## config.mk

```make
export PLATFORM = sky130hd
export DESIGN_NAME = evt_counter_pair
export DESIGN_NICKNAME = d
export VERILOG_FILES = /design/src/rtl/evtc_pkg.sv /design/src/rtl/evtc_edge_det.sv /design/src/rtl/evtc_counter.sv /design/src/rtl/evtc_regmap.sv /design/src/rtl/evt_counter_pair.sv
export SDC_FILE = /design/constraint.sdc
export NUM_CORES = 1
export LEC_CHECK = 0
export BUFFER_PORTS_ARGS = -buffer_cell sky130_fd_sc_hd__buf_2
export CAP_MARGIN = 40
export CORE_MARGIN = 8
export CORE_UTILIZATION = 45
export DETAILED_ROUTE_END_ITERATION = 8
export SYNTH_ARGS = -nofsm -noshare
export SYNTH_HDL_FRONTEND = slang
export SYNTH_SLANG_ARGS = --single-unit
```

## constraint.sdc

```tcl
create_clock -name clk -period 2.6 [get_ports clk]
set_clock_uncertainty 0.05 [all_clocks]
set_input_delay 0.39 -clock clk [delete_from_list [all_inputs] [get_ports clk]]
set_output_delay 0.39 -clock clk [all_outputs]
set_load 0.005 [all_outputs]
```

## src/rtl/evtc_pkg.sv

```systemverilog
`timescale 1ns/1ps
package evtc_pkg;

   localparam int NUM_CH = 2;   // two counters share one register port

   typedef struct packed {
      logic cascade;
      logic edge_b;             // 1: rising, 0: falling
      logic edge_a;
   } evtc_ctrl_t;

   localparam int CTRL_BITS = $bits(evtc_ctrl_t);

endpackage

```

## src/rtl/evtc_edge_det.sv

```systemverilog
`timescale 1ns/1ps
// Synchroniser chain followed by a one-cycle edge pulse of selectable polarity.
module evtc_edge_det #(
   parameter int STAGES = 2
) (
   input  logic clk,
   input  logic rst_n,
   input  logic evt_i,
   input  logic rise_sel_i,
   output logic pulse_o
);

   logic [STAGES-1:0] sync_q;
   logic              last_q;

   generate
      if (STAGES < 2) begin : g_bad_stages
         $error("evtc_edge_det: STAGES must be at least 2");
      end
   endgenerate

   always_ff @(posedge clk) begin
      if (!rst_n) begin
         sync_q <= '0;
         last_q <= 1'b0;
      end else begin
         sync_q <= {sync_q[STAGES-2:0], evt_i};
         last_q <= sync_q[STAGES-1];
      end
   end

   logic now_lvl;
   assign now_lvl = sync_q[STAGES-1];

   always_comb begin
      if (rise_sel_i) pulse_o = now_lvl & ~last_q;
      else            pulse_o = ~now_lvl & last_q;
   end

endmodule

```

## src/rtl/evtc_counter.sv

```systemverilog
`timescale 1ns/1ps
// One counter with byte-granular preset; a preset suppresses the increment.
module evtc_counter #(
   parameter int W = 16
) (
   input  logic            clk,
   input  logic            rst_n,
   input  logic            inc_i,
   input  logic [W/8-1:0]  wr_sel_i,
   input  logic [7:0]      wr_byte_i,
   output logic [W-1:0]    q_o,
   output logic            wrap_o
);

   localparam int NB = W / 8;

   logic [W-1:0] cnt_q;
   logic [W-1:0] cnt_nxt;
   logic         wr_any;

   assign wr_any = |wr_sel_i;

   always_comb begin
      cnt_nxt = cnt_q;
      if (wr_any) begin
         for (int k = 0; k < NB; k++) begin
            if (wr_sel_i[k]) cnt_nxt[k*8 +: 8] = wr_byte_i;
         end
      end else if (inc_i) begin
         cnt_nxt = cnt_q + W'(1);
      end
   end

   always_ff @(posedge clk) begin
      if (!rst_n) cnt_q <= '0;
      else        cnt_q <= cnt_nxt;
   end

   assign q_o    = cnt_q;
   assign wrap_o = inc_i & ~wr_any & (&cnt_q);

endmodule

```

## src/rtl/evtc_regmap.sv

```systemverilog
`timescale 1ns/1ps
// Control byte, write decode for counter bytes, and read multiplexer.
module evtc_regmap
   import evtc_pkg::*;
#(
   parameter int W         = 16,
   parameter int ADDR_W    = 5,
   parameter int CTRL_ADDR = 12,
   parameter int CNT_BASE  = 13
) (
   input  logic                     clk,
   input  logic                     rst_n,
   input  logic                     we_i,
   input  logic [ADDR_W-1:0]        addr_i,
   input  logic [7:0]               wdata_i,
   input  logic [NUM_CH*W-1:0]      cnt_flat_i,
   output evtc_ctrl_t               ctrl_o,
   output logic [NUM_CH*W/8-1:0]    wr_sel_o,
   output logic [7:0]               rdata_o
);

   localparam int NB = W / 8;

   evtc_ctrl_t ctrl_q;
   logic       ctrl_hit;

   assign ctrl_hit = (addr_i == ADDR_W'(CTRL_ADDR));

   always_ff @(posedge clk) begin
      if (!rst_n)                ctrl_q <= '0;
      else if (we_i && ctrl_hit) ctrl_q <= wdata_i[CTRL_BITS-1:0];
   end

   assign ctrl_o = ctrl_q;

   generate
      for (genvar c = 0; c < NUM_CH; c++) begin : g_ch
         for (genvar k = 0; k < NB; k++) begin : g_byte
            assign wr_sel_o[c*NB + k] =
               we_i && (addr_i == ADDR_W'(CNT_BASE + c*NB + k));
         end
      end
   endgenerate

   always_comb begin
      rdata_o = '0;
      if (ctrl_hit) rdata_o = {{(8-CTRL_BITS){1'b0}}, ctrl_q};
      for (int i = 0; i < NUM_CH*NB; i++) begin
         if (addr_i == ADDR_W'(CNT_BASE + i)) rdata_o = cnt_flat_i[i*8 +: 8];
      end
   end

endmodule

```

## src/rtl/evt_counter_pair.sv

```systemverilog
`timescale 1ns/1ps
module evt_counter_pair
   import evtc_pkg::*;
#(
   parameter int CNT_W       = 16,
   parameter int SYNC_STAGES = 2,
   parameter int ADDR_W      = 5,
   parameter int CTRL_ADDR   = 12,
   parameter int CNT_BASE    = 13
) (
   input  logic              clk,
   input  logic              rst_n,
   input  logic              evt_a_i,
   input  logic              evt_b_i,
   input  logic              reg_we_i,
   input  logic [ADDR_W-1:0] reg_addr_i,
   input  logic [7:0]        reg_wdata_i,
   output logic [7:0]        reg_rdata_o
);

   localparam int NB = CNT_W / 8;

   generate
      if (CNT_W < 8 || (CNT_W % 8) != 0) begin : g_bad_width
         $error("evt_counter_pair: CNT_W must be a positive multiple of 8");
      end
      if (CNT_BASE + NUM_CH*NB > (1 << ADDR_W) || CTRL_ADDR >= (1 << ADDR_W)) begin : g_bad_map
         $error("evt_counter_pair: register map exceeds address space");
      end
      if (CTRL_ADDR >= CNT_BASE && CTRL_ADDR < CNT_BASE + NUM_CH*NB) begin : g_overlap
         $error("evt_counter_pair: control byte overlaps counter bytes");
      end
   endgenerate

   evtc_ctrl_t          ctrl;
   logic [NUM_CH-1:0]   evt_in;
   logic [NUM_CH-1:0]   rise_sel;
   logic [NUM_CH-1:0]   pulse;
   logic [NUM_CH-1:0]   inc;
   logic [NUM_CH-1:0]   wrap;
   logic [CNT_W-1:0]    cnt_q [NUM_CH];
   logic [NUM_CH*CNT_W-1:0] cnt_flat;
   logic [NUM_CH*NB-1:0]    wr_sel;

   assign evt_in   = {evt_b_i, evt_a_i};
   assign rise_sel = {ctrl.edge_b, ctrl.edge_a};

   // Channel 1 takes its increment from channel 0's wrap when cascaded.
   assign inc[0] = pulse[0];
   assign inc[1] = ctrl.cascade ? wrap[0] : pulse[1];

   generate
      for (genvar c = 0; c < NUM_CH; c++) begin : g_chan
         evtc_edge_det #(.STAGES(SYNC_STAGES)) u_edge (
            .clk        (clk),
            .rst_n      (rst_n),
            .evt_i      (evt_in[c]),
            .rise_sel_i (rise_sel[c]),
            .pulse_o    (pulse[c])
         );

         evtc_counter #(.W(CNT_W)) u_cnt (
            .clk       (clk),
            .rst_n     (rst_n),
            .inc_i     (inc[c]),
            .wr_sel_i  (wr_sel[c*NB +: NB]),
            .wr_byte_i (reg_wdata_i),
            .q_o       (cnt_q[c]),
            .wrap_o    (wrap[c])
         );

         assign cnt_flat[c*CNT_W +: CNT_W] = cnt_q[c];
      end
   endgenerate

   evtc_regmap #(
      .W         (CNT_W),
      .ADDR_W    (ADDR_W),
      .CTRL_ADDR (CTRL_ADDR),
      .CNT_BASE  (CNT_BASE)
   ) u_regs (
      .clk        (clk),
      .rst_n      (rst_n),
      .we_i       (reg_we_i),
      .addr_i     (reg_addr_i),
      .wdata_i    (reg_wdata_i),
      .cnt_flat_i (cnt_flat),
      .ctrl_o     (ctrl),
      .wr_sel_o   (wr_sel),
      .rdata_o    (reg_rdata_o)
   );

endmodule

```

### Word level (Yosys, flattened, before mapping)

Index checks and enable logic that the tools add are counted.

| word-level totals | value |
|---|---|
| register bits | 41 |
| input bits | 18 |
| output and inout bits | 8 |

| cells by class | value |
|---|---|
| $add $sub $neg | 2 |
| equality and inequality tests | 9 |
| mux-type cells | 16 |
| bitwise operators | 11 |
| reductions and logical operators | 14 |

Operators with widths:

| kind | count |
|---|---|
| two-way mux 16 bit | 4 |
| two-way mux 8 bit | 8 |
| adder 16 x 1 -> 16 bit, second input constant | 2 |
| equality test 5 x 4 -> 1 bit, second input constant | 4 |
| AND reduction 16 bit | 1 |
| inequality test 2 x 1 -> 1 bit, second input constant | 4 |
| AND reduction 2 bit | 4 |
| bitwise AND 1 bit | 6 |
| equality test 5 bit, second input constant | 1 |
| logical AND 1 bit | 5 |
| NOT 1 bit | 5 |
| nonzero test 2 bit | 2 |
| OR reduction 2 bit | 2 |
| two-way mux 1 bit | 3 |
| two-way mux 3 bit | 1 |

### Logic depth before layout (Yosys ltp)

Gate-level depths: netlist (run 1).

| logic depth | value |
|---|---|
| depth in word-level cells | 9 |
| gate-level depth with buffers | 8 |
| mapped depth without buffers | 6 |

### By module

A second synthesis (run 1) with hierarchy kept.

| unflattened totals | value |
|---|---|
| cell total of the unflattened synthesis | 312 |
| area total of the unflattened synthesis | 2,667.6 sq um |

By module, submodules not included:

| module | instances | cells an instance | area an instance (sq um) |
|---|---|---|---|
| evtc_counter at g_chan[1].u_cnt | 1 | 119 | 1,024.7 |
| evtc_counter at g_chan[0].u_cnt | 1 | 119 | 954.7 |
| evtc_regmap | 1 | 55 | 467.9 |
| evtc_edge_det | 2 | 9 | 102.6 |
| evt_counter_pair | 1 | 1 | 15.0 |

### Worst setup path after synthesis (run 1)

OpenSTA, ideal clock, no wires.

| timing path | value |
|---|---|
| kind | input to output |
| start point | input port reg_addr_i[1] |
| end point | output port reg_rdata_o[0] |
| arrival time | 1,768 ps |
| data required time | 2,160 ps |
| setup slack | 392 ps |
| stages on the path | 4 |
| path buffers | 2 |
| cell sequence | clkbuf_1 clkbuf_1 mux4_1 a22o_1 |

| between the ends | value |
|---|---|
| longest elaborated chain between the ends | 6 |
| elaborated cells on any way between the ends | 10 |
| those cells by class | eq/ne (5); mux (5) |

Ends and longest elaborated chain:

| what | RTL line | RTL |
|---|---|---|
| start, declared | evt_counter_pair.sv:16 | `input logic [ADDR_W-1:0] reg_addr_i,` |
| equality test 5 x 4 -> 1 bit | evtc_regmap.sv:27 | `assign ctrl_hit = (addr_i == ADDR_W'(CTRL_ADDR));` |
| two-way mux 3 bit | evtc_regmap.sv:47 | `if (ctrl_hit) rdata_o = {{(8-CTRL_BITS){1'b0}}, ctrl_q};` |
| two-way mux 8 bit (3 in a row) | evtc_regmap.sv:49 | `if (addr_i == ADDR_W'(CNT_BASE + i)) rdata_o = cnt_flat_i[i*8 +: 8];` |
| two-way mux 8 bit * | evtc_regmap.sv:49 |  |
| end, declared | evt_counter_pair.sv:18 | `output logic [7:0] reg_rdata_o` |

Mark *: on every way between the ends. The rest lies on a longest branch, timed or not.

### Worst setup path in the final report (run 1)

| timing path | value |
|---|---|
| start point | register u_regs.ctrl_q (netlist bit u_regs.ctrl_o[1]) |
| end point | register g_chan[1].u_cnt.cnt_q[13] |

| between the ends | value |
|---|---|
| longest elaborated chain between the ends | 4 |

Ends and longest elaborated chain:

| what | RTL line | RTL |
|---|---|---|
| start, declared | evtc_regmap.sv:24 | `evtc_ctrl_t ctrl_q;` |
| start signal, assigned | evtc_regmap.sv:31 | `else if (we_i && ctrl_hit) ctrl_q <= wdata_i[CTRL_BITS-1:0];` |
| two-way mux 1 bit | evtc_edge_det.sv:36 | `if (rise_sel_i) pulse_o = now_lvl & ~last_q;` |
| two-way mux 1 bit | evt_counter_pair.sv:50 | `assign inc[1] = ctrl.cascade ? wrap[0] : pulse[1];` |
| nonzero test 2 bit (no source line) | -- |  |
| AND reduction 2 bit (no source line) | -- |  |
| end signal, assigned | evtc_counter.sv:36 | `else cnt_q <= cnt_nxt;` |
| end, declared | evtc_counter.sv:17 | `logic [W-1:0] cnt_q;` |

Every way passes these cells.
A chain may end at the register's enable or synchronous reset.

==> results of run 1 <==
==> power groups by stage <==
| stage | Sequential, W | Combinational (W) | Clock (W) |
|---|---|---|---|
| 4_1_cts | 0.000662 | 0.000147 | 0.000440 |
| 2_1_floorplan | 0.000667 | 0.000100 | 0 |
| 5_1_grt | 0.000666 | 0.000163 | 0.000467 |
| 3_3_place_gp | 0.000676 | 0.000144 | 0 |
| 6_report | 0.000663 | 0.000149 | 0.000432 |
| 3_5_place_dp | 0.000677 | 0.000147 | 0 |
==> worst paths after layout <==
kind	cells after the start	slack [ns]	to
worst max-delay path	5	0.40	g_chan[1].u_cnt.q_o[13]
worst min-delay path	2	0.25	g_chan[1].u_edge.sync_q[0]
worst max register to register	5	0.40	g_chan[1].u_cnt.q_o[13]
worst min register to register	1	0.39	g_chan[1].u_edge.sync_q[1]
==> per-layer routing <==
layer	vias to the layer above	part of all wire (%)	track usage, %
li1	1450	-	-
met1	1480	45	27.7
met2	126	46	33.7
met3	24	6.3	3.32
met4	0	2.7	8.70
met5	-	0	0
==> registers in the layout, indices dropped and copies added, names as in the netlist <==
signal	flops
g_chan.u_edge.last_q	2
g_chan.u_edge.sync_q	4
g_chan.u_cnt.q_o	32
u_regs.ctrl_o	3
==> through the flow <==
step	setup WS (ns)	hold WS, ns	cells
after floorplan	0.392	0.362	366
after global placement	0.407	0.365	454
after detailed placement	0.293	0.369	454
after CTS	0.398	0.254	461
after global routing	0.251	0.258	461
final	0.397	0.251	461
==> Yosys cell counts, drive strengths merged (2+ instances only) <==
master	number	area [sq um]
a21o	5	40.0
o21ai	19	95.1
and3b	5	45.0
a31oi	12	81.3
nor4	7	50.1
a21boi	3	22.5
nand3	17	90.1
ha	2	25.0
or2	3	18.8
a31o	3	26.3
a2111oi	2	17.5
a21oi	26	145
nand4	7	43.8
a22o	5	43.8
nor2	23	86.3
mux2	4	45.0
mux4	3	71.3
o221a	4	45.0
and3	4	25.0
a311oi	3	26.3
clkbuf	26	150
and2	9	56.3
a22oi	6	45.0
o22ai	3	18.8
o31ai	3	22.5
o311a	2	20.0
o311ai	2	17.5
nor4b	2	17.5
nor3	7	35.0
or4	3	22.5
or3b	2	22.5
buf	2	10.0
inv	7	26.3
a32oi	2	17.5
a221oi	3	26.3
o32ai	6	52.6
a211oi	6	57.6
a32o	2	20.0
dfxtp	41	821
nand3b	6	45.0
o22a	2	17.5
nand2	46	173
o211ai	4	30.0
mux2i	6	60.1
==> kinds of logic (layout without fill, tap and decap cells) <==
family / count (synthesis) / in the layout / synth area share (%)
simple gates: 146 / 146 / 26.4
xor+xnor: 1 / 1 / 0.300
buf+inv: 35 / 53 / 6.38
fa+ha+maj: 2 / 2 / 0.856
mux: 13 / 13 / 6.04
flops: 41 / 41 / 28.1
compound gates: 128 / 128 / 31.9
==> cell type report <==
cell class,instances,area [sq um],share of cell area [%]
flip-flops and latches,41,821,25.8
well taps,77,96.3,3.03
clock buffers,7,86.3,2.72
multi-input cells,290,1920,60.3
repair buffers,39,230,7.25
inverters,7,26.3,0.827
==> run summary, run 1 <==
The number of violations reported at the end of detailed-routing iteration 0 came out at slightly above 300. The clock period could shrink to 2.20 ns. Gates resized during post-CTS repair numbered 0. The count of nets after finishing came out at 404. 26 I/O pins were placed. From bottom edge to top edge, the die measures 96.6 microns. The starting density of the core is a little under half. Leaving out fill and tap cells, the most frequent cell in the layout is sky130_fd_sc_hd__nand2_1.

The top cell types in the final layout, fill and taps aside, are sky130_fd_sc_hd__nand2_1, sky130_fd_sc_hd__dfxtp_1, sky130_fd_sc_hd__buf_2. The total non-filler cell area in the finished layout came out at 0.00318 sq mm. The maximum fanout encountered on the critical timing path came out at 9. The deepest level of the CTS H-tree is 2. The average wire length per cell after detail routing came out at 20.0 microns. The via count of the first global-routing pass was slightly below 3000.

The final-layout fill cell count is 638. The length of the first detailed-routing pass in iterations is 5. The worst setup path is of the reg -> reg kind.

The design draws 0.00124 W. The combinational cell fraction of total power is 12.0%. The share of post-route cells with drive strength above 1 is 19.0%. The number of buffers added to fix hold violations after cts is 0. The area of placed instances is 0.00309 sq mm. The maximum clock path buffer count is 2. The startpoint identified for the worst hold timing path is evt_b_i.

The top achievable clock speed came out at 0.454 GHz. The category of cells accounting for the largest share of critical-path delay is simple AND/OR/NAND/NOR gates. The area of the core is 0.00631 sq mm. The placed wire-length estimate after detailed placement came out at 6.81 mm. The area growth from synthesis to layout is 8.65%. The root buffer cell is sky130_fd_sc_hd__clkbuf_8. The post-synthesis area per instance came out at 7.99 sq um.

The maximum number of pins on one net before global-route repair is 25. The end-of-flow core utilization came out at 50.3%. The antenna diode count is 0. The die span in x is around 97 microns. The start point of the critical path is u_regs.ctrl_o[1].

In this run, synthesis inferred 0 flip-flops with an integrated enable. In the synthesized netlist the dominant register cell turns out to be sky130_fd_sc_hd__dfxtp_1. The remaining global-route overflow is 0. The setup TNS after final layout is 0 ns. In the synthesized netlist, the number of instances is 366. The synthesis warning total is 0. The total wire length after detailed routing is 9.21 mm. In this run the critical register-to-register path is launched from u_regs.ctrl_o[1]. In this run the power density over the cells is about 390 mW/mm^2. Across the run, the number of max-cap violations was 0. The overall global routing resource usage came out at a little over a fifth.

Setup repair after global routing left no endpoint under its margin. The internal power component is ~0.00091 W. The worst hold-check path type is in -> reg. The routed layout has 3080 vias. For this design, the sink count on the clock tree is between 40 and 50. STA classifies the critical path endpoint as a flip-flop.

The headroom to the max-slew limit is between 30% and 40%. The number of port buffers is 25. The peak ir drop on the vdd network is 0.000244 V. The final-report hold violation count was 0. Summing the sequential cell areas from Yosys gives 28.1% of the chip area. The final cycle utilization of the critical path is 84.7%. TritonCTS built the clock tree.

The data arrival time at the worst-slack endpoint came out at 2.39 ns. Counting every net in the synthesized netlist gives 386. The fraction of power spent switching nets came out at between 20% and 30%. The initial antenna violation count came to 0. STA classifies the critical path startpoint as a flip-flop. The count of final max-slew check failures is 0. The via density per instance came out at 6.68. Clock tree synthesis inserted a total of 5 buffers. Synthesis inferred ~40 register bits.

The worst endpoint required time came out at 2.79 ns. The count of cell types in the netlist came out at roughly 70. The total of endpoints with negative setup slack in the final report came out at 0. Per report_power, the clock group accounts for 34.7% of the total.

The clock reaches the later pin of the worst-skew pair after 0.30 ns. The part of the total power dissipated in sequential elements came out at 53.3%. The congestion estimate from routability-driven global placement came to 0.927. The area enclosed by the die boundary is 0.00933 sq mm. Of all flip-flops after synthesis, the portion carrying an async set or reset was 0%.

Summed over all cells, the static leakage comes to 1.08 nW. The clock transition at the registers of the reported paths is approximately 0.090 ns. The cell area after technology mapping came out at 0.00292 sq mm. The row count came out at 29. The run finished with clean final reports.

Among all stages on the critical path, the largest delay is contributed by sky130_fd_sc_hd__or4_1. The residual antenna-violating net count after detailed routing came out at 0. The first global-routing pass estimated around 15 mm of wire. The signal on the critical path passes through or3b_4, a21oi_4, o311ai_1, or4_1, a31oi_1. The worst stage delay on the critical path is 0.56 ns. The post-CTS setup-driven buffer insertion count came out at 0. For the pin with the worst max-slew slack, the measured transition is 0.960 ns. The total buffers and inverters traversed by the critical path came out at 0. The switching power is 0.000335 W. After detailed routing, the number of remaining DRC violations is 0.
No activity file was read; power rests on OpenSTA's default activity.
==> run 2, diff against run 1 <==
==> constraint.sdc (replaced) <==
create_clock -name clk -period 2.1 [get_ports clk]
set_clock_uncertainty 0.05 [all_clocks]
set_input_delay 0.315 -clock clk [delete_from_list [all_inputs] [get_ports clk]]
set_output_delay 0.315 -clock clk [all_outputs]
set_load 0.005 [all_outputs]
==> run 2 against run 1 <==
Against the previous run: final area up 9.1%; final cell count up 7.8%; non-clock buffer count up 35; core utilization up 4.6 points; critical path type unchanged; largest cell class unchanged; highest routed layer unchanged.
==> run summary, run 2 (synthesized netlist as in run 1, its figures left out) <==
The worst endpoint required time is 2.28 ns (was 2.79 ns). The number of buffers added to fix hold violations after cts came to 0 (unchanged). The overall global routing resource usage came out at 21.3% (was 21.1%). The register-to-register setup slack came out at 0.08 ns (was 0.40 ns). The worst stage delay on the critical path came to 0.51 ns (was 0.56 ns). The worst hold-check path type is in -> reg (unchanged). The remaining global-route overflow was 0 (unchanged). The standby leakage power came to 1.26 nW (was 1.08 nW). The startpoint of the worst-slack reg-to-reg timing path is g_chan[0].u_edge.last_q (was u_regs.ctrl_o[1]). The root buffer cell is sky130_fd_sc_hd__clkbuf_8 (unchanged). The via count of the first global-routing pass is 2990 (was 2891).

The power density over cell area came to 445 mW/mm^2 (was 392 mW/mm^2). The count of final max-slew check failures is 0 (unchanged). The via density per instance is 6.31 (was 6.68). The critical hold path startpoint is evt_b_i (unchanged). The die span in x came out at 96.6 microns (unchanged). The total of endpoints with negative setup slack in the final report came out at 0 (unchanged).

The cell depth of the worst flop-to-flop path is 5 (unchanged). The headroom to the max-slew limit is 72.3% (was 35.0%). The antenna diode count came out at 0 (unchanged). Commonest cells after routing, fill and taps aside: sky130_fd_sc_hd__buf_4, sky130_fd_sc_hd__nand2_1, sky130_fd_sc_hd__dfxtp_1 (was sky130_fd_sc_hd__nand2_1, sky130_fd_sc_hd__dfxtp_1, sky130_fd_sc_hd__buf_2).

The length of the first detailed-routing pass in iterations came out at 4 (was 5). The initial antenna violation count came out at 0 (unchanged). The number of flip-flops under the largest register name came to 32 (unchanged). The clock network latency to the later pin of the worst-skew pair came to 0.30 ns (about the same). The starting density of the core is 46.3% (unchanged). The total wire length after detailed routing came out at 9.60 mm (was 9.21 mm).

The type of element launching the critical path is a flip-flop (unchanged). Result of the run: finished, final reports clean (unchanged). The leading cell type in the layout, fill and taps excluded is sky130_fd_sc_hd__buf_4 (was sky130_fd_sc_hd__nand2_1). The row count is 29 (unchanged). The average wire length per cell after detail routing came out at 19.3 microns (was 20.0 microns). The deepest level of the CTS H-tree is 2 (unchanged). The count of pins on the block boundary is 26 (unchanged). The clock transition at the registers of the reported paths is 0.09 ns (about the same). The number of remaining DRC errors is 0 (unchanged). Cell chain of the critical path: or3b_4, a211oi_4, a21oi_4, or4_1, a31oi_1 (was or3b_4, a21oi_4, o311ai_1, or4_1, a31oi_1). The end-of-flow core utilization is 54.9% (was 50.3%). The total number of vias is 3138 (was 3080). The worst-margin pin slew is 0.404 ns (was 0.960 ns). The number of clock sinks came out at 41 (unchanged).

The TritonCTS buffer count came out at 5 (unchanged). The setup TNS after final layout is 0 ns (unchanged). The maximum clock path buffer count is 2 (unchanged).

The number of max-capacitance violations reported came out at 0 (unchanged). The number of violations reported at the end of detailed-routing iteration 0 came out at 231 (was 311). The global-route wire length before repair came out at 15.3 mm (about the same). The capturing element type of the critical path was a flip-flop (unchanged). The area of the core is 0.00631 sq mm (unchanged).

The endpoint of the worst-slack reg-to-reg timing path is g_chan[1].u_cnt.q_o[8] (was g_chan[1].u_cnt.q_o[13]). The peak ir drop on the vdd network is 0.000400 V (was 0.000244 V). The last weighted congestion value of the routability-driven placer is 0.912 (was 0.927). The final cycle utilization of the critical path came out at 96.1% (was 84.7%).

The cell depth of the worst hold path is 2 (unchanged). The maximum fanout encountered on the critical timing path came out at 5 (was 9). The data arrival time at the worst-slack endpoint is 2.20 ns (was 2.39 ns). The area growth from synthesis to layout came to 18.5% (was 8.65%). The residual antenna-violating net count after detailed routing is 0 (unchanged). The number of port buffers came out at 25 (unchanged). The placed wire-length estimate after detailed placement is 7.07 mm (was 6.81 mm). The total design power is 0.00154 W (was 0.00124 W).

Setup repair after global routing missed its margin: no (unchanged). The area enclosed by the die boundary came out at 0.00933 sq mm (unchanged). The shortest period the worst path allows is 2.02 ns (was 2.20 ns). The type of the worst setup path is reg -> reg (unchanged). The vertical extent of the die is 96.6 microns (unchanged). The top achievable clock speed came out at 0.495 GHz (was 0.454 GHz). The worst-path cell with the longest stage delay is sky130_fd_sc_hd__or4_1 (unchanged). The worst min-delay path endpoint is g_chan[1].u_edge.sync_q[0] (unchanged). The final-report hold violation count came out at 0 (unchanged). The share of post-route cells with drive strength above 1 came out at 26.4% (was 19.0%). The count of nets after finishing came to 439 (was 404). The maximum number of pins on one net before global-route repair came out at 25 (unchanged). The clock tree from TritonCTS is done (unchanged).
-- run 2: critical path: cells and delay by family (launching register included) --
kind / cells / cell delay (ns)
and+or+nand+nor: 2 / 0.92
AOI/OAI and AO/OA: 3 / 0.65
DFF: 1 / 0.34
-- run 2: layout make-up --
cell class | instances | area (sq um)
Inverter | 7 | 26.3
Clock buffer | 8 | 80.1
Timing Repair Buffer | 74 | 505
Sequential cell | 41 | 822
Multi-Input combinational cell | 290 | 1930
Fill cell | 625 | 2850
Tap cell | 77 | 96.3
-- run 2: power breakdown --
part / switching, W / internal [W] / leakage, nW / total (W)
sequential: 0.0000190 / 0.000796 / 0.333 / 0.000815
combinational: 0.000127 / 0.0000864 / 0.890 / 0.000214
clock: 0.000277 / 0.000237 / 0.0395 / 0.000514
total: 0.000423 / 0.00112 / 1.26 / 0.00154
-- run 2: routing by layer --
metal  GRT usage [%]  up-vias  part of all wire [%]
li1                -     1512                     -
met1            27.6     1504                    46
met2            34.2      104                    46
met3            3.71       18                   5.4
met4            8.45        0                   2.8
met5               0        -                     0
-- run 2: metrics by stage --
| stage | instances | hold WS [ns] | cell area [sq um] | setup WS, ns |
|---|---|---|---|---|
| finish | 497 | 0.181 | 3460 | 0.0816 |
| detailed placement | 486 | 0.370 | 3340 | 0.0192 |
| global route | 497 | 0.176 | 3460 | 0.00653 |
| global placement | 486 | 0.363 | 3340 | 0.0509 |
| CTS | 494 | 0.176 | 3420 | 0.0163 |
| floorplan | 366 | 0.362 | 2920 | 0.0416 |
-- run 2: worst max-delay path by stage --
stage                            start                      to  cells after the start
6_report       g_chan[0].u_edge.last_q  g_chan[1].u_cnt.q_o[8]                      5
5_1_grt         g_chan[0].u_cnt.q_o[1]  g_chan[1].u_cnt.q_o[8]                      7
4_1_cts        g_chan[0].u_edge.last_q  g_chan[1].u_cnt.q_o[2]                      6
3_5_place_dp   g_chan[0].u_edge.last_q  g_chan[1].u_cnt.q_o[7]                      6
3_3_place_gp             reg_addr_i[4]  g_chan[1].u_cnt.q_o[4]                      6
2_1_floorplan            reg_addr_i[1]          reg_rdata_o[0]                      4
-- run 2: what timing repair did --
action	4_1_cts	5_1_grt
buffers inserted	0	3
gates resized for setup	0	6
endpoints found under the setup margin	0	13
